===== src/rtl/pstc_pkg.sv =====
package pstc_pkg;
   localparam int FID_W = 6;
   localparam int DID_W = 3;
   localparam int VID_W = 7;
   localparam int MHZ_W = 14;
   localparam int ST_W  = 3;

   typedef struct packed {
      logic [VID_W-1:0] nbvid;
      logic [1:0]       rsv_hi;
      logic             nbdid;
      logic [5:0]       rsv_mid;
      logic [VID_W-1:0] vid;
      logic [DID_W-1:0] did;
      logic [FID_W-1:0] fid;
   } op_word_t;

   function automatic logic [MHZ_W-1:0] freq_mhz(input logic [FID_W-1:0] fid,
                                                 input logic [DID_W-1:0] did);
      logic [MHZ_W-1:0] base;
      base = MHZ_W'(100 * (int'(fid) + 16));
      return base >> did;
   endfunction
endpackage


===== src/rtl/pstc_slot_bank.sv =====
module pstc_slot_bank
   import pstc_pkg::*;
#(
   parameter int          NUM_CORES   = 2,
   parameter int          NUM_PSTATES = 5,
   parameter int          CORE_W      = 1,
   parameter logic [31:0] P0_WORD     = 32'h3000_300A,
   parameter logic [31:0] P1_WORD     = 32'h3000_5047
) (
   input  logic                      clk,
   input  logic                      rst_n,
   input  logic                      wr,
   input  logic [CORE_W-1:0]         wr_core,
   input  logic [ST_W-1:0]           wr_slot,
   input  logic                      wr_valid,
   input  logic [31:0]               wr_word,
   input  logic [NUM_CORES*ST_W-1:0] rd_idx,
   output logic [NUM_CORES-1:0]      rd_valid,
   output logic [NUM_CORES*32-1:0]   rd_word
);
   logic        vld [NUM_CORES][NUM_PSTATES];
   logic [31:0] mem [NUM_CORES][NUM_PSTATES];

   for (genvar c = 0; c < NUM_CORES; c++) begin : g_core
      for (genvar s = 0; s < NUM_PSTATES; s++) begin : g_slot
         localparam logic [31:0] RST_W = (s == 0) ? P0_WORD : (s == 1) ? P1_WORD : 32'h0;
         localparam logic        RST_V = (s < 2);
         always_ff @(posedge clk) begin
            if (!rst_n) begin
               vld[c][s] <= RST_V;
               mem[c][s] <= RST_W;
            end else if (wr && (int'(wr_core) == c) && (int'(wr_slot) == s)) begin
               vld[c][s] <= wr_valid;
               mem[c][s] <= wr_word;
            end
         end
      end

      always_comb begin
         rd_valid[c]        = 1'b0;
         rd_word[c*32 +: 32] = '0;
         for (int s = 0; s < NUM_PSTATES; s++) begin
            if (int'(rd_idx[c*ST_W +: ST_W]) == s) begin
               rd_valid[c]         = vld[c][s];
               rd_word[c*32 +: 32] = mem[c][s];
            end
         end
      end
   end
endmodule


===== src/rtl/pstc_core_seq.sv =====
module pstc_core_seq
   import pstc_pkg::*;
#(
   parameter int          LOCK_UNIT = 4,
   parameter int          CNT_W     = 8,
   parameter logic [31:0] RST_WORD  = 32'h3000_300A
) (
   input  logic             clk,
   input  logic             rst_n,
   input  logic             cmd_stb,
   input  logic [ST_W-1:0]  cmd_state,
   input  logic [ST_W-1:0]  max_state,
   input  logic [ST_W-1:0]  hw_limit,
   input  logic [ST_W-1:0]  sw_limit,
   input  logic [2:0]       lock_sel,
   input  logic             rd_valid,
   input  logic [31:0]      rd_word,
   input  logic [VID_W-1:0] vdd_code,
   output logic [ST_W-1:0]  rd_idx,
   output logic [ST_W-1:0]  cur_state,
   output logic [FID_W-1:0] fid,
   output logic [DID_W-1:0] did,
   output logic [MHZ_W-1:0] mhz,
   output logic [VID_W-1:0] vid,
   output logic             busy,
   output logic             done
);
   typedef enum logic [1:0] {S_IDLE, S_VWAIT, S_LOCK} seq_t;
   localparam op_word_t RST_OP = op_word_t'(RST_WORD);

   seq_t             st;
   logic [ST_W-1:0]  tgt_q;
   op_word_t         pend_q;
   logic [CNT_W-1:0] cnt_q;
   logic [ST_W-1:0]  therm, floor_s, tgt_c;
   op_word_t         nw;
   logic [MHZ_W-1:0] new_mhz;
   logic             accept, raise;
   logic [CNT_W-1:0] lock_len;

   always_comb begin
      therm   = (hw_limit > sw_limit) ? hw_limit : sw_limit;
      floor_s = (therm > max_state) ? max_state : therm;
      tgt_c   = (cmd_state > max_state) ? max_state : cmd_state;
      if (tgt_c < floor_s) tgt_c = floor_s;
   end

   assign rd_idx   = tgt_c;
   assign nw       = op_word_t'(rd_word);
   assign new_mhz  = freq_mhz(nw.fid, nw.did);
   assign mhz      = freq_mhz(fid, did);
   assign raise    = (new_mhz > mhz) || (nw.vid < vid);
   assign accept   = cmd_stb && (st == S_IDLE) && rd_valid && (tgt_c != cur_state);
   assign lock_len = CNT_W'((int'(lock_sel) + 1) * LOCK_UNIT - 1);
   assign busy     = (st != S_IDLE);

   always_ff @(posedge clk) begin
      if (!rst_n) begin
         st        <= S_IDLE;
         tgt_q     <= '0;
         pend_q    <= RST_OP;
         cnt_q     <= '0;
         cur_state <= '0;
         fid       <= RST_OP.fid;
         did       <= RST_OP.did;
         vid       <= RST_OP.vid;
         done      <= 1'b0;
      end else begin
         done <= 1'b0;
         unique case (st)
            S_IDLE: if (accept) begin
               tgt_q  <= tgt_c;
               pend_q <= nw;
               if (raise) begin
                  vid <= nw.vid;
                  st  <= S_VWAIT;
               end else begin
                  fid   <= nw.fid;
                  did   <= nw.did;
                  cnt_q <= lock_len;
                  st    <= S_LOCK;
               end
            end
            S_VWAIT: if (vdd_code <= vid) begin
               fid   <= pend_q.fid;
               did   <= pend_q.did;
               cnt_q <= lock_len;
               st    <= S_LOCK;
            end
            S_LOCK: if (cnt_q == '0) begin
               cur_state <= tgt_q;
               vid       <= pend_q.vid;
               done      <= 1'b1;
               st        <= S_IDLE;
            end else begin
               cnt_q <= cnt_q - 1'b1;
            end
            default: st <= S_IDLE;
         endcase
      end
   end
endmodule


===== src/rtl/pstc_vdd_plane.sv =====
module pstc_vdd_plane
   import pstc_pkg::*;
#(
   parameter int               NUM_CORES = 2,
   parameter logic [VID_W-1:0] RST_VID   = 7'h18
) (
   input  logic                       clk,
   input  logic                       rst_n,
   input  logic                       step_mode,
   input  logic [NUM_CORES*VID_W-1:0] demand,
   output logic [VID_W-1:0]           vdd
);
   logic [VID_W-1:0] target;

   always_comb begin
      target = demand[VID_W-1:0];
      for (int c = 1; c < NUM_CORES; c++)
         if (demand[c*VID_W +: VID_W] < target) target = demand[c*VID_W +: VID_W];
   end

   always_ff @(posedge clk) begin
      if (!rst_n)                  vdd <= RST_VID;
      else if (!step_mode)         vdd <= target;
      else if (vdd > target)       vdd <= vdd - 1'b1;
      else if (vdd < target)       vdd <= vdd + 1'b1;
   end
endmodule


===== src/rtl/pstc_ctrl.sv =====
module pstc_ctrl
   import pstc_pkg::*;
#(
   parameter int          NUM_CORES   = 2,
   parameter int          NUM_PSTATES = 5,
   parameter int          LOCK_UNIT   = 4,
   parameter int          CNT_W       = 8,
   parameter logic [31:0] P0_WORD     = 32'h3000_300A,
   parameter logic [31:0] P1_WORD     = 32'h3000_5047,
   localparam int         CORE_W      = (NUM_CORES > 1) ? $clog2(NUM_CORES) : 1
) (
   input  logic                        clk,
   input  logic                        rst_n,
   input  logic                        reg_wr,
   input  logic [CORE_W-1:0]           reg_core,
   input  logic [2:0]                  reg_slot,
   input  logic                        reg_valid,
   input  logic [31:0]                 reg_word,
   input  logic [NUM_CORES-1:0]        cmd_stb,
   input  logic [NUM_CORES*3-1:0]      cmd_state,
   input  logic [2:0]                  max_state,
   input  logic [2:0]                  hw_limit,
   input  logic [2:0]                  sw_limit,
   input  logic [2:0]                  lock_sel,
   input  logic                        vstep_mode,
   output logic [NUM_CORES*3-1:0]      cur_state,
   output logic [NUM_CORES*6-1:0]      core_fid,
   output logic [NUM_CORES*3-1:0]      core_did,
   output logic [NUM_CORES*14-1:0]     core_mhz,
   output logic [NUM_CORES*7-1:0]      core_vid,
   output logic [NUM_CORES-1:0]        busy,
   output logic [NUM_CORES-1:0]        done,
   output logic [6:0]                  vdd_code
);
   localparam op_word_t P0_OP = op_word_t'(P0_WORD);

   if (NUM_PSTATES < 2 || NUM_PSTATES > (1 << ST_W)) begin : g_bad_states
      $error("NUM_PSTATES must lie between 2 and 8");
   end
   if ((8 * LOCK_UNIT) > (1 << CNT_W)) begin : g_bad_cnt
      $error("CNT_W too narrow for the longest lock delay");
   end
   if (NUM_CORES < 1) begin : g_bad_cores
      $error("NUM_CORES must be at least 1");
   end

   logic [NUM_CORES*ST_W-1:0] rd_idx;
   logic [NUM_CORES-1:0]      rd_valid;
   logic [NUM_CORES*32-1:0]   rd_word;

   pstc_slot_bank #(
      .NUM_CORES(NUM_CORES), .NUM_PSTATES(NUM_PSTATES), .CORE_W(CORE_W),
      .P0_WORD(P0_WORD), .P1_WORD(P1_WORD)
   ) u_bank (
      .clk(clk), .rst_n(rst_n), .wr(reg_wr), .wr_core(reg_core), .wr_slot(reg_slot),
      .wr_valid(reg_valid), .wr_word(reg_word), .rd_idx(rd_idx),
      .rd_valid(rd_valid), .rd_word(rd_word)
   );

   for (genvar c = 0; c < NUM_CORES; c++) begin : g_core
      pstc_core_seq #(
         .LOCK_UNIT(LOCK_UNIT), .CNT_W(CNT_W), .RST_WORD(P0_WORD)
      ) u_seq (
         .clk(clk), .rst_n(rst_n),
         .cmd_stb(cmd_stb[c]), .cmd_state(cmd_state[c*3 +: 3]),
         .max_state(max_state), .hw_limit(hw_limit), .sw_limit(sw_limit),
         .lock_sel(lock_sel), .rd_valid(rd_valid[c]), .rd_word(rd_word[c*32 +: 32]),
         .vdd_code(vdd_code), .rd_idx(rd_idx[c*ST_W +: ST_W]),
         .cur_state(cur_state[c*3 +: 3]), .fid(core_fid[c*6 +: 6]),
         .did(core_did[c*3 +: 3]), .mhz(core_mhz[c*14 +: 14]),
         .vid(core_vid[c*7 +: 7]), .busy(busy[c]), .done(done[c])
      );
   end

   pstc_vdd_plane #(.NUM_CORES(NUM_CORES), .RST_VID(P0_OP.vid)) u_vdd (
      .clk(clk), .rst_n(rst_n), .step_mode(vstep_mode),
      .demand(core_vid), .vdd(vdd_code)
   );
endmodule


===== config.mk =====
export PLATFORM = sky130hd
export DESIGN_NAME = pstc_ctrl
export DESIGN_NICKNAME = d
export VERILOG_FILES = /design/src/rtl/pstc_pkg.sv /design/src/rtl/pstc_slot_bank.sv /design/src/rtl/pstc_core_seq.sv /design/src/rtl/pstc_vdd_plane.sv /design/src/rtl/pstc_ctrl.sv
export SDC_FILE = /design/constraint.sdc
export NUM_CORES = 1
export LEC_CHECK = 0
export CELL_PAD_IN_SITES_DETAIL_PLACEMENT = 1
export CELL_PAD_IN_SITES_GLOBAL_PLACEMENT = 1
export CORE_AREA = 3 3 207 209
export DETAILED_ROUTE_END_ITERATION = 10
export DIE_AREA = 0 0 210 212
export GPL_TIMING_DRIVEN = 0
export PLACE_DENSITY_LB_ADDON = 0.1
export SLEW_MARGIN = 20
export SYNTH_ARGS = -nofsm -noshare
export SYNTH_HDL_FRONTEND = slang
export SYNTH_SLANG_ARGS = --single-unit

===== constraint.sdc =====
create_clock -name clk -period 15.9 [get_ports clk]
set_clock_uncertainty 0.2 [all_clocks]
set_input_delay 3.18 -clock clk [delete_from_list [all_inputs] [get_ports clk]]
set_output_delay 3.18 -clock clk [all_outputs]
set_load 0.1 [all_outputs]

== After elaboration in Yosys (flattened, before gate mapping) ==
Memory sizes are Yosys's and may differ from the RTL's.
Cells that the tools add are included.

* $add $sub $neg: 10
* Multiply operators: 4
* Magnitude comparators: 15
* Equality and inequality tests: 31
* Shift-type cells: 4
* Muxes and demuxes: 127
* Bitwise operators: 21
* Reduce and logical (&&, ||, !) cells: 49

{| class="wikitable"
|+ Operators by type and width
! kind !! number
|-
| 32-bit two-way mux || 10
|-
| 16-bit two-way mux || 10
|-
| 6-bit by 32-bit multiplier with 12-bit output, first input constant || 4
|-
| 7-bit two-way mux || 10
|-
| 8-bit two-way mux || 8
|-
| 14-bit by 3-bit >> shifter with 14-bit output || 4
|-
| 1-bit two-way mux || 53
|-
| 8-bit case mux with 3 select lines || 2
|-
| 3-bit two-way mux || 12
|-
| 6-bit two-way mux || 6
|-
| 6-bit by 5-bit adder with 7-bit output, second input constant || 4
|-
| 14-bit greater-than comparator || 2
|-
| 7-bit less-than comparator || 4
|-
| 7-bit case mux with 2 select lines || 2
|-
| 3-bit == test, second input constant || 9
|-
| 6-bit case mux with 2 select lines || 2
|-
| 1-bit bitwise OR || 20
|-
| 1-bit logical AND || 18
|-
| 8-bit logical NOT || 2
|-
| 2-bit two-way mux || 8
|-
| 2-bit by 1-bit inequality test with 1-bit output, second input constant || 8
|-
| 4-bit AND reduction || 4
|-
| 8-bit by 1-bit subtractor with 8-bit output, second input constant || 2
|-
| 7-bit less-or-equal comparator || 2
|-
| other kinds (24) || 55
|}

* Register bits: 105
* Memory bits (writable): 330
* Input bits: 61
* Output and inout bits: 77
* Word-level logic and storage cells: 286
* Memories kept: 2

{| class="wikitable"
|+ Memory list
! memory !! words !! width !! read ports !! clocked after memory_dff !! wr ports !! line !! text
|-
| u_bank.mem || 2 || 160 || 2 || 0 || 2 || pstc_slot_bank.sv:22 || <nowiki>logic [31:0] mem [NUM_CORES][NUM_PSTATES];</nowiki>
|-
| u_bank.vld || 2 || 5 || 2 || 0 || 2 || pstc_slot_bank.sv:21 || <nowiki>logic vld [NUM_CORES][NUM_PSTATES];</nowiki>
|}

== Logic depth before layout (Yosys ltp) ==
* Depth in word-level cells: 20
* Gate-level depth with buffers: 54
* Depth with buffers taken out: 51

== By module ==
A second synthesis with hierarchy kept.

* Cells, all modules: 2,630
* Area total of the unflattened synthesis: 27,228.6 um2

{| class="wikitable"
|+ By module, submodules not included
! module !! instances !! cells an instance !! area each (um2) !! seq. area each (um2)
|-
| pstc_slot_bank || 1 || 1,112 || 14,903.0 || 9,909.5
|-
| pstc_core_seq (g_core[0].u_seq) || 1 || 695 || 5,691.7 || 980.9
|-
| pstc_core_seq (g_core[1].u_seq) || 1 || 691 || 5,599.1 || 980.9
|-
| pstc_vdd_plane || 1 || 132 || 1,034.7 || 140.1
|}

== Worst setup path before layout ==
OpenSTA, ideal clock, no wires.

* Path kind: input-to-reg
* Start point: input sw_limit[1]
* End point: register g_core[0].u_seq.fid[1]
* Library setup time: 0.129 ns
* Arrival time: 12.989 ns
* Required time: 15.571 ns
* Setup slack: 2.582 ns
* Cell stages on the path: 52
* Buffers on the path: 3
* Cells stage by stage: inv_1 -> ha_1 -> nand2b_1 -> a21oi_4 -> a21oi_1 -> or2_2 -> ha_1 -> a21oi_1 -> o21ai_0 -> a211oi_1 -> nor2_1 -> ha_1 -> nor2_1 -> nor2_1 -> nor2_1 -> nor2_1 -> nor2_1 -> buf_2 -> [16 not listed] -> a31oi_1 -> a31oi_1 -> o21ai_0 -> o21ai_0 -> o21ai_0 -> ha_1 -> a21o_1 -> a21o_1 -> a21oi_1 -> nor2_1 -> a211oi_1 -> o31a_1 -> o21ai_0 -> a31o_2 -> o21ai_1 -> buf_2 -> mux2i_1 -> nand2_1

* Word-level cells in the longest chain between the ends: 19
* Elaborated cells on any way between the ends: 36
* Those cells by class: 1 x add/sub; 1 x mul; 5 x order compare; 7 x eq/ne; 1 x shift; 16 x mux; 5 x reduce/logical

{| class="wikitable"
|+ Ends and longest elaborated chain
! what !! line !! text
|-
| start: declaration || pstc_ctrl.sv:23 || <nowiki>input logic [2:0] sw_limit,</nowiki>
|-
| 3-bit greater-than comparator || pstc_core_seq.sv:42 || <nowiki>therm = (hw_limit > sw_limit) ? hw_limit : sw_limit;</nowiki>
|-
| 3-bit two-way mux (*) || pstc_core_seq.sv:42 ||
|-
| 3-bit greater-than comparator || pstc_core_seq.sv:43 || <nowiki>floor_s = (therm > max_state) ? max_state : therm;</nowiki>
|-
| 3-bit two-way mux (*) || pstc_core_seq.sv:43 ||
|-
| 3-bit less-than comparator || pstc_core_seq.sv:45 || <nowiki>if (tgt_c < floor_s) tgt_c = floor_s;</nowiki>
|-
| 3-bit two-way mux (*) || pstc_core_seq.sv:45 ||
|-
| 3-bit logical NOT || pstc_slot_bank.sv:43 || <nowiki>if (int'(rd_idx[c*ST_W +: ST_W]) == s) begin</nowiki>
|-
| 16-bit two-way mux (5 in a row) || pstc_slot_bank.sv:43 ||
|-
| 6-bit by 5-bit adder with 7-bit output || pstc_pkg.sv:21 || <nowiki>base = MHZ_W'(100 * (int'(fid) + 16));</nowiki>
|-
| 6-bit by 32-bit multiplier with 12-bit output || pstc_pkg.sv:21 ||
|-
| 14-bit by 3-bit >> shifter with 14-bit output || pstc_pkg.sv:22 || <nowiki>return base >> did;</nowiki>
|-
| 14-bit greater-than comparator || pstc_core_seq.sv:52 || <nowiki>assign raise = (new_mhz > mhz) || (nw.vid < vid);</nowiki>
|-
| 1-bit logical OR || pstc_core_seq.sv:52 ||
|-
| 2-bit inequality test (no line) || n/a ||
|-
| 4-bit AND reduction (no line) || n/a ||
|-
| end signal: assignment || pstc_core_seq.sv:64 || <nowiki>fid <= RST_OP.fid;</nowiki>
|-
| end signal: assignment || pstc_core_seq.sv:78 || <nowiki>fid <= nw.fid;</nowiki>
|-
| end signal: assignment || pstc_core_seq.sv:85 || <nowiki>fid <= pend_q.fid;</nowiki>
|-
| end: declaration || pstc_core_seq.sv:21 || <nowiki>output logic [FID_W-1:0] fid,</nowiki>
|}

Every way passes the cells marked *; elsewhere a longest branch is shown, timed or not. The select of a mux whose other input is x is not followed.
A chain may end at the register's enable or synchronous reset.

== Final worst setup path ==
* Start point: input hw_limit[0]
* End point: register g_core[1].u_seq.fid[0]

* Word-level cells in the longest chain between the ends: 19
* Elaborated cells on any way between the ends: 36
* Those cells by class: 1 x add/sub; 1 x mul; 5 x order compare; 7 x eq/ne; 1 x shift; 16 x mux; 5 x reduce/logical

{| class="wikitable"
|+ Ends and longest elaborated chain
! what !! line !! text
|-
| start: declaration || pstc_ctrl.sv:22 || <nowiki>input logic [2:0] hw_limit,</nowiki>
|-
| 3-bit greater-than comparator || pstc_core_seq.sv:42 ||
|-
| 3-bit two-way mux (*) || pstc_core_seq.sv:42 ||
|-
| 3-bit greater-than comparator || pstc_core_seq.sv:43 ||
|-
| 3-bit two-way mux (*) || pstc_core_seq.sv:43 ||
|-
| 3-bit less-than comparator || pstc_core_seq.sv:45 ||
|-
| 3-bit two-way mux (*) || pstc_core_seq.sv:45 ||
|-
| 3-bit logical NOT || pstc_slot_bank.sv:43 ||
|-
| 16-bit two-way mux (4 in a row) || pstc_slot_bank.sv:43 ||
|-
| 16-bit two-way mux (*) || pstc_slot_bank.sv:43 ||
|-
| net g_core[1].u_seq.rd_word[4] || pstc_core_seq.sv:17 || <nowiki>input logic [31:0] rd_word,</nowiki>
|-
| 6-bit by 5-bit adder with 7-bit output (*) || pstc_pkg.sv:21 ||
|-
| 6-bit by 32-bit multiplier with 12-bit output (*) || pstc_pkg.sv:21 ||
|-
| 14-bit by 3-bit >> shifter with 14-bit output (*) || pstc_pkg.sv:22 ||
|-
| 14-bit greater-than comparator (*) || pstc_core_seq.sv:52 ||
|-
| 1-bit logical OR (*) || pstc_core_seq.sv:52 ||
|-
| 2-bit inequality test (no line) (*) || n/a ||
|-
| 4-bit AND reduction (no line) (*) || n/a ||
|-
| end signal: assignment || pstc_core_seq.sv:64 ||
|-
| end signal: assignment || pstc_core_seq.sv:78 ||
|-
| end signal: assignment || pstc_core_seq.sv:85 ||
|-
| end: declaration || pstc_core_seq.sv:21 ||
|}

Mark *: on every way through the listed nets, which the timed path passes. The rest lies on a longest branch. The select of a mux whose other input is x is not followed.

==> flow_summary.rst <==
.. list-table::
   :header-rows: 1

   * - Metric
     - Value
   * - Number of max-cap violations
     - 0
   * - Die height
     - ~210 um
   * - Multiplexer fraction of the synthesized cell area
     - between 10% and 20%
   * - CP max stage delay
     - around 0.57 ns
   * - Final critical delay including setup and external delays
     - ~15 ns
   * - Fraction of the mapped netlist area in adder cells
     - between 10% and 20%
   * - Critical Path Slowest Stage Cell
     - sky130_fd_sc_hd__a211oi_1
   * - Nets in the synthesized netlist
     - ~2300
   * - Most numerous cell in the Yosys netlist
     - sky130_fd_sc_hd__ha_1
   * - Area fraction of the dominant cell type after synthesis
     - about a quarter
   * - Die area
     - 0.04452 sq mm
   * - Worst slew pin tran
     - about 1.2 ns
   * - Multi-input combinational cell area
     - 0.01117 sq mm
   * - TNS Setup
     - 0 ns
   * - Cell Rows
     - between 70 and 80
   * - Final period utilization
     - a little over nine tenths
   * - End-of-flow core utilization
     - roughly 54%
   * - I/O pin count
     - ~140
   * - Via total after detailed routing
     - between 15000 and 20000
   * - Storage element area
     - between 0.007 and 0.008 sq mm
   * - Cells on worst reg2reg path
     - 33
   * - First-pass GRT wire length
     - approximately 95000 um
   * - Most frequent cells after synthesis
     - sky130_fd_sc_hd__ha_1 (190), sky130_fd_sc_hd__edfxtp_1 (170), sky130_fd_sc_hd__nand2_1 (153)
   * - Detailed Place HPWL
     - just under 50000 um
   * - CTS clk-pin slew, worst paths
     - approximately 0.06 ns
   * - Number of enable-type register cells in the synthesized netlist
     - 170
   * - Via count of the first global-routing pass
     - approximately 17000
   * - Combinational family with the most area after synthesis
     - simple AND/OR/NAND/NOR gates
   * - GRT overflow
     - 0
   * - Post-detailed-route count of antenna-violating nets
     - 0
   * - Aggregate routed wire length
     - ~62000 um
   * - Fraction of registers with async set/reset
     - 0%
   * - WS Path Type
     - input pin to flop
   * - Setup violations, final
     - 0
   * - Insertion delay of the later-clocked pin in the worst-skew pair
     - about 0.57 ns
   * - Final count of pins violating max slew
     - 0
   * - Largest net degree at the start of global routing
     - 15
   * - Hold path endpoint
     - g_core[1].u_seq.pend_q[9]$_SDFFE_PN0P_
   * - Share of the synthesized area in compound gates (AO/OA/AOI/OAI)
     - 14.90%
   * - Fmax
     - ~66 MHz
   * - Synthesized instance count
     - 1990
   * - Combined area of all synthesized cells
     - around 0.019 sq mm
   * - Crit path arrival time
     - 15.43 ns
   * - Floorplan core area
     - 0.04102 sq mm
   * - Area leader, netlist
     - sky130_fd_sc_hd__edfxtp_1
   * - Number of detailed-routing iterations run before antenna repair
     - 5
   * - Mean post-synth cell area
     - 9.661 sq um
   * - Maximum clock path buffer count
     - 3
   * - Max-slew headroom
     - 20.72%
   * - Worst reg2reg path startpoint
     - u_bank.mem[1][68]$_SDFFCE_PN0P_
   * - Endpoint of the lowest-slack register-to-register path
     - g_core[1].u_seq.fid[0]$_SDFFE_PN0P_
   * - Final weighted congestion in routability-driven placement
     - 0.8662
   * - Starting density of the core
     - a little under half
   * - Max H-tree Level
     - 1
   * - Flip-flop cell with the highest count after synthesis
     - sky130_fd_sc_hd__edfxtp_1
   * - Capturing element type of the critical path
     - flop
   * - Xor and xnor fraction of the mapped netlist area
     - 1.822%
   * - Horizontal extent of the die
     - 210 um
   * - Total global routing track utilization
     - 27.43%
   * - Iter 0 DRT Violations
     - around 1000
   * - Port Buffer Count
     - about 120
   * - Signed area change from the synthesized netlist to the final layout
     - 16.19%
   * - Class of the most critical hold timing path
     - flop to flop
   * - Diode count
     - 0
   * - Setup slack of the worst register-to-register path
     - 7.88 ns
   * - Hold Startpoint
     - g_core[1].u_seq.pend_q[9]$_SDFFE_PN0P_
   * - Register bit total from synthesis
     - 275
   * - Drt wl/cell
     - 22.86 um
   * - Share of final-layout standard cells stronger than drive strength 1
     - 8.720%
   * - Number of stages on the worst hold path
     - 2
   * - CTS sink cnt
     - 275
   * - Post-synthesis sequential area ratio
     - between 30% and 40%
   * - TritonCTS clock tree
     - built
   * - Number of unique standard cell types used by synthesis
     - slightly above 90
   * - Filler Cell Count
     - about 4600
   * - Unrepaired setup endpoints after global routing
     - false
   * - Required time of the worst setup path
     - between 15 and 20 ns
   * - Total number of yosys warnings
     - 0
   * - Outcome
     - finished clean
   * - Number of antenna violations at the first check in global routing
     - 1
   * - Maximum fanout count along the critical path
     - 10
   * - Post-route DRC violation count
     - 0
   * - Via-to-Cell Ratio
     - 5.857
   * - Synthesized-area fraction occupied by and/or/nand/nor cells
     - approximately 17%
   * - Type of element launching the critical path
     - input pin
   * - Top cells by area, synth
     - sky130_fd_sc_hd__edfxtp_1 (27%), sky130_fd_sc_hd__ha_1 (12%), sky130_fd_sc_hd__dfxtp_1 (11%)
   * - Total count of hold-check failures in the final report
     - 0
   * - Final net count
     - 2420
   * - CTS buffer count
     - 31
   * - Clock tree root driver cell
     - sky130_fd_sc_hd__clkbuf_16
==> flip-flops by register name, indices dropped and copies added (netlist names), 4 cells and up <==
signal                  flops
g_core.u_seq.cnt_q         16
g_core.u_seq.cur_state      6
g_core.u_seq.did            6
g_core.u_seq.fid           12
g_core.u_seq.pend_q        32
g_core.u_seq.st             4
g_core.u_seq.tgt_q          6
g_core.u_seq.vid           14
u_bank.mem                160
u_bank.vld                 10
u_vdd.vdd                   7
==> critical path, delay by kind of cell <==
family                   cells  cell delay, ns
AND/OR/NAND/NOR             10            1.65
AO/OA/AOI/OAI               24            5.80
adder cells (fa/ha/maj)      9            2.80
multiplexers                 2            0.38
buffers and inverters        7            1.56
==> per-layer routing <==
layer / wire length [um] / share of wire [%] / vias up / track usage (%)
met5: 13 / 0.021 / - / 0
met4: 2220 / 3.6 / 2 / 9.533
met3: 2739 / 4.4 / 120 / 3.556
met2: 30490 / 49 / 343 / 48.82
met1: 26510 / 43 / 7910 / 34.51
li1: - / - / 7503 / -
==> through the flow <==
stage / worst slack, ns / instance area [sq um] / instances / hold WS (ns)
4_1_cts: 0.05196 / 22290 / 2707 / 0.2605
6_report: 0.7008 / 22340 / 2711 / 0.2578
5_1_grt: 0.008805 / 22340 / 2711 / 0.2923
3_3_place_gp: -0.5205 / 21080 / 2641 / 0.2411
2_1_floorplan: 2.582 / 19220 / 1990 / 0.2316
3_5_place_dp: -0.7901 / 21260 / 2651 / 0.2517
==> layout make-up <==
| cell class | count | share of cell area [%] |
|---|---|---|
| Buffer | 95 | 1.854 |
| Clock inverter | 20 | 1.019 |
| Timing Repair Buffer | 133 | 6.089 |
| Inverter | 132 | 2.218 |
| Clock buffer | 36 | 3.557 |
| Sequential cell | 275 | 32.27 |
| Multi-Input combinational cell | 1488 | 50.02 |
| Tap cell | 532 | 2.980 |
==> cells in the final DEF, fill, tap and decap left out, types with 88 or more instances in the layout <==
cell	instances
sky130_fd_sc_hd__mux2i_1	127
sky130_fd_sc_hd__nor2_1	145
sky130_fd_sc_hd__a21oi_1	96
sky130_fd_sc_hd__inv_1	127
sky130_fd_sc_hd__ha_1	190
sky130_fd_sc_hd__and2_1	151
sky130_fd_sc_hd__o21ai_0	88
sky130_fd_sc_hd__clkdlybuf4s50_1	119
sky130_fd_sc_hd__dfxtp_1	105
sky130_fd_sc_hd__edfxtp_1	170
sky130_fd_sc_hd__nand2_1	153
==> what timing repair did <==
item,CTS,global route
pin swaps,0,1
resized for setup,1,4
hold buffers,0,0
endpoints found under the setup margin,15,48
setup buffers,0,4
==> how the worst max path moves through the flow <==
stage	startpoint	depth (start not counted)	endpoint	slack (ns)
floorplan	sw_limit[1]	52	g_core[0].u_seq.fid[1]$_SDFFE_PN1P_	2.58
global placement	hw_limit[0]	53	g_core[0].u_seq.cnt_q[1]$_SDFFE_PN0P_	-0.52
detailed placement	hw_limit[0]	53	g_core[0].u_seq.cnt_q[1]$_SDFFE_PN0P_	-0.79
CTS	hw_limit[0]	53	g_core[0].u_seq.cnt_q[1]$_SDFFE_PN0P_	0.05
global route	hw_limit[0]	52	g_core[1].u_seq.did[2]$_SDFFE_PN0P_	0.009
finish	hw_limit[0]	52	g_core[1].u_seq.fid[0]$_SDFFE_PN0P_	0.70
==> kinds of logic (layout without fill, tap and decap cells) <==
family,after synthesis,in the layout
simple gates,650,650
compound gates,417,417
flops,275,275
buf+inv,227,416
fa+ha+maj,203,203
mux,178,178
xor+xnor,40,40
Power is left out: the tool's default activity adds up to more than one toggle a clock period on the data nets, which glitch-free logic cannot reach.
